### config.mk
export PLATFORM = sky130hd
export DESIGN_NAME = pwrseq_ctrl
export DESIGN_NICKNAME = d
export VERILOG_FILES = /design/src/rtl/pwrseq_ctrl.sv
export SDC_FILE = /design/constraint.sdc
export NUM_CORES = 1
export LEC_CHECK = 0
export ABC_AREA = 1
export BUFFER_PORTS_ARGS = -buffer_cell sky130_fd_sc_hd__clkbuf_2
export CAP_MARGIN = 20
export CORE_MARGIN = 5
export CORE_UTILIZATION = 32
export DETAILED_ROUTE_END_ITERATION = 16
export GPL_TIMING_DRIVEN = 0
export HOLD_SLACK_MARGIN = 0.03
export PLACE_DENSITY_LB_ADDON = 0.3
export SLEW_MARGIN = 25
export SYNTH_ARGS = -nofsm -noshare
export SYNTH_HDL_FRONTEND = slang
export SYNTH_SLANG_ARGS = --single-unit
### constraint.sdc
create_clock -name clk -period 0.84 [get_ports clk]
set_input_delay 0 -clock clk [delete_from_list [all_inputs] [get_ports clk]]
set_output_delay 0 -clock clk [all_outputs]
set_load 0.005 [all_outputs]
### src/rtl/pwrseq_ctrl.sv
module pwrseq_ctrl #(
  parameter int ADDR_W   = 8,
  parameter int DATA_W   = 32,
  parameter int OFF_RST  = 'h00,
  parameter int OFF_CLK  = 'h04,
  parameter int OFF_PWR  = 'h50,
  parameter int OFF_PIN  = 'h80
) (
  input  logic              clk,
  input  logic              rst_n,
  input  logic [ADDR_W-1:0] bus_addr,
  input  logic [DATA_W-1:0] bus_wdata,
  input  logic              bus_wr,
  input  logic              bus_rd,
  output logic [DATA_W-1:0] bus_rdata,
  output logic [1:0]        pin_out,
  output logic              pwroff_req
);

  localparam int MASK_LSB = DATA_W / 2;

  logic rst_rel, clk_en;

  wire hit_rst = (bus_addr == ADDR_W'(OFF_RST));
  wire hit_clk = (bus_addr == ADDR_W'(OFF_CLK));
  wire hit_pwr = (bus_addr == ADDR_W'(OFF_PWR));
  wire hit_pin = (bus_addr == ADDR_W'(OFF_PIN));

  wire armed = rst_rel && clk_en;

  always_ff @(posedge clk) begin
    if (!rst_n) begin
      rst_rel    <= 1'b0;
      clk_en     <= 1'b0;
      pwroff_req <= 1'b0;
      pin_out    <= 2'b00;
    end else if (bus_wr) begin
      if (hit_rst) rst_rel <= bus_wdata[0];
      if (hit_clk) clk_en  <= bus_wdata[0];
      if (hit_pwr && bus_wdata[0] && armed) pwroff_req <= 1'b1;
      if (hit_pin) begin
        for (int i = 0; i < 2; i++)
          if (bus_wdata[MASK_LSB+i]) pin_out[i] <= bus_wdata[i];
      end
    end
  end

  always_comb begin
    bus_rdata = '0;
    if (bus_rd) begin
      if (hit_rst)      bus_rdata[0] = rst_rel;
      else if (hit_clk) bus_rdata[0] = clk_en;
      else if (hit_pwr) bus_rdata[0] = pwroff_req;
    end
  end

  assert_pwroff_sticky_R9: assert property (@(posedge clk) disable iff (!rst_n)
    pwroff_req |=> pwroff_req);

  assert_pwroff_order_R8: assert property (@(posedge clk) disable iff (!rst_n)
    $rose(pwroff_req) |-> $past(rst_rel && clk_en && bus_wr && hit_pwr));

  assert_pin_hold_R3: assert property (@(posedge clk) disable iff (!rst_n)
    !(bus_wr && hit_pin) |=> $stable(pin_out));

  assert_pin_read_zero_R4: assert property (@(posedge clk) disable iff (!rst_n)
    (bus_rd && hit_pin) |-> bus_rdata == '0);

  assert_unmapped_read_R10: assert property (@(posedge clk) disable iff (!rst_n)
    (bus_rd && !hit_rst && !hit_clk && !hit_pwr) |-> bus_rdata == '0);

endmodule

==> run_results.csv <==
group,metric,value,unit
status,status,"complete, but fails checks",
status,violations,"setup timing",
finish,final_core_util,49.6,%
place,gp_congestion,0.737,
clock_network,path_clk_slew,40,ps
place,hpwlAfterDp,1240,um
finish,n_antenna_cell,0,
route,wl_per_cell,7.28,um
sta,setup_viol,1,
sta,min_period_over_period,108,%
finish,regArea,104,sq um
route,first_pass_iters,1,
sta,whs,43.7,ps
floorplan,core,0.00194,sq mm
grt,grt_usage,8.73,%
finish,n_fill_cell,212,
floorplan,ios,79,
synthesis,synthXorXnorAreaFrac,0,%
clock_network,cts_inserted_buffers,3,
grt,grt_start_max_net_pins,8,
synthesis,synthMuxAreaShare,0,%
min_path,hold_class,"in2reg",
synthesis,syn_area,651,sq um
synthesis,synth_cell_types,16,
finish,fin_cells,185,
setup_path,cp.arrival,910,ps
finish,multi_input_area,380,sq um
clock_network,clk-insertion-delay-late,240,ps
synthesis,synth.area.top_cells,"buf_4, dfxtp_1, inv_1, nand2_1, nand3_1",
sta,max_clock_freq,1.10,GHz
floorplan,rows,16,
synthesis,syn_inst,102,
route,wl,1350,um
sta,rsz0062_at_grt,"true",
route,drc,0,
synthesis,synthSimpleGateAreaFrac,33.5,%
setup_path,endpoint_kind,"output pin",
route,via_per_inst,3.46,
grt,grt_first_pass_wirelength,1940,um
floorplan,die_y,55.1,um
place,dpl_cell_area,892,sq um
setup_path,cp_slowest_cell,"dfxtp_2",
synthesis,synthAdderAreaFrac,0,%
finish,nets,203,
floorplan,dieWidth,55.1,um
synthesis,yosysTopAreaCellShare,35.8,%
synthesis,synth_top_family_by_area,"buffers and inverters",
setup_path,crit_fanout,2,
grt,grt_pass1_vias,556,
setup_path,required,840,ps
finish,drive_gt1_share,45.6,%
floorplan,start_util,33.5,%
synthesis,synth-seq-cells,5,
sta,finalClockSkew,0.0565,ps
grt,antenna_found_initial,0,
synthesis,yosysWarnings,0,
synthesis,synth_compound_area_share,5.00,%
synthesis,synth.avg_cell_area,6.38,sq um
pwr,power,0.773,mW
clock_network,root_buffer,"clkbuf_4",
synthesis,seq_area_frac_synth,15.4,%
place,port-buffer-count,19,
setup_path,cp-start-kind,"flop",
pwr,ir_drop,502,uV
sta,slew_violations,0,
setup_path,crit_chain,"inv_2 > a21boi_1 > nand2_1 > inv_1 > clkbuf_2",
place,post-place-ws,6.07,ps
floorplan,die_area,0.00303,sq mm
sta,layout_setup_ws,-67.7,ps
setup_path,worst-setup-path-type,"reg2out",
finish,final_area,963,sq um
route,vias,640,
pwr,power.density,802,mW/mm^2
place,placedCellCount,178,
clock_network,clock_path_buffers,2,
clock_network,clkSinkCount,5,
clock_network,tritoncts,"yes",
sta,finalSetupTns,-67.7,ps
sta,finalHoldViolCount,0,
pwr,p_leak,0.597,nW
synthesis,synth_top_area_cell,"buf_4",
run,cap_violations,0,
grt,grt.overflow.total,0,
clock_network,ctsHtreeMaxLevel,1,
setup_path,slowest_delay,320,ps
finish,area_delta_synth_final,48.1,%
route,drt_iter0_markers,0,
sta,period_minus_slack,908,ps
route,ant_nets,0,
-- final timing paths --
kind	cells past startpoint	to	slack, ps	startpoint
max	5	bus_rdata[0]	-70	rst_rel
min	3	pin_out[0]	40	bus_wdata[0]
max reg2reg	4	pwroff_req	10	rst_rel
min reg2reg	2	pin_out[0]	460	pin_out[0]
-- cell usage in the layout, fill, tap and decap left out, types with 4 or more instances in the layout --
master / netlist / final
inv_1: 15 / 14
buf_4: 31 / 32
clkbuf_2: 0 / 19
nor2_1: 7 / 7
a21oi_1: 5 / 4
nand2_1: 15 / 15
nand3_1: 10 / 8
conb_1: 1 / 31
-- routing by layer --
metal / share of wire [%] / vias up / track usage [%] / wire length (um)
met5: 0 / - / 0 / 0
met4: 0 / 0 / 4.86 / 0
met3: 13 / 0 / 1.88 / 174
met2: 51 / 29 / 15.7 / 689
met1: 36 / 255 / 9.31 / 482
li1: - / 356 / - / -
-- synthesized netlist by cell type --
cell type / count
conb_1: 1
nand2_2: 1
inv_2: 2
nor2_4: 3
nand3_2: 1
buf_4: 31
dfxtp_1: 5
inv_1: 15
nor3_1: 1
nand2_4: 1
nor2_2: 3
nand3_1: 10
nor2_1: 7
nand2_1: 15
a21oi_1: 5
a21boi_1: 1
-- cells by family (layout without fill, tap and decap cells) --
logic type             count (synthesis)  in the layout
AOI/OAI and AO/OA                      6              6
buffers and inverters                 48             74
DFF                                    5              5
other                                  1             31
and+or+nand+nor                       42             42
-- timing repair --
item	4_1_cts	5_1_grt
cloned	0	0
pin swaps	4	0
endpoints found under the setup margin	2	2
hold endpoints to repair	5	0
gates resized for setup	6	1
hold buffers	2	0
setup buffers	1	0
-- area by class of cell --
class,instances,share of cell area (%)
inverters,17,6.62
multi-input cells,79,39.5
flip-flops and latches,5,10.8
plain buffers,31,24.2
clock buffers,4,2.73
well taps,27,3.51
repair buffers,22,12.7
-- worst max-delay path, delay by kind of cell, from the launching register on --
kind                   cells  cell delay, ps
buffers and inverters      3             180
DFF                        1             320
AOI/OAI and AO/OA          1             110
and+or+nand+nor            1              60
-- power breakdown --
part	internal, mW	switching [mW]	leakage (nW)
logic	0.142	0.118	0.540
registers	0.238	0.000185	0.0418
clock network	0.179	0.0953	0.0150
total	0.559	0.213	0.597
-- registers in the layout, summed over array words and instances (netlist names) --
name        count
clk_en          1
pin_out         2
pwroff_req      1
rst_rel         1
(Power assumes the default switching activity.)
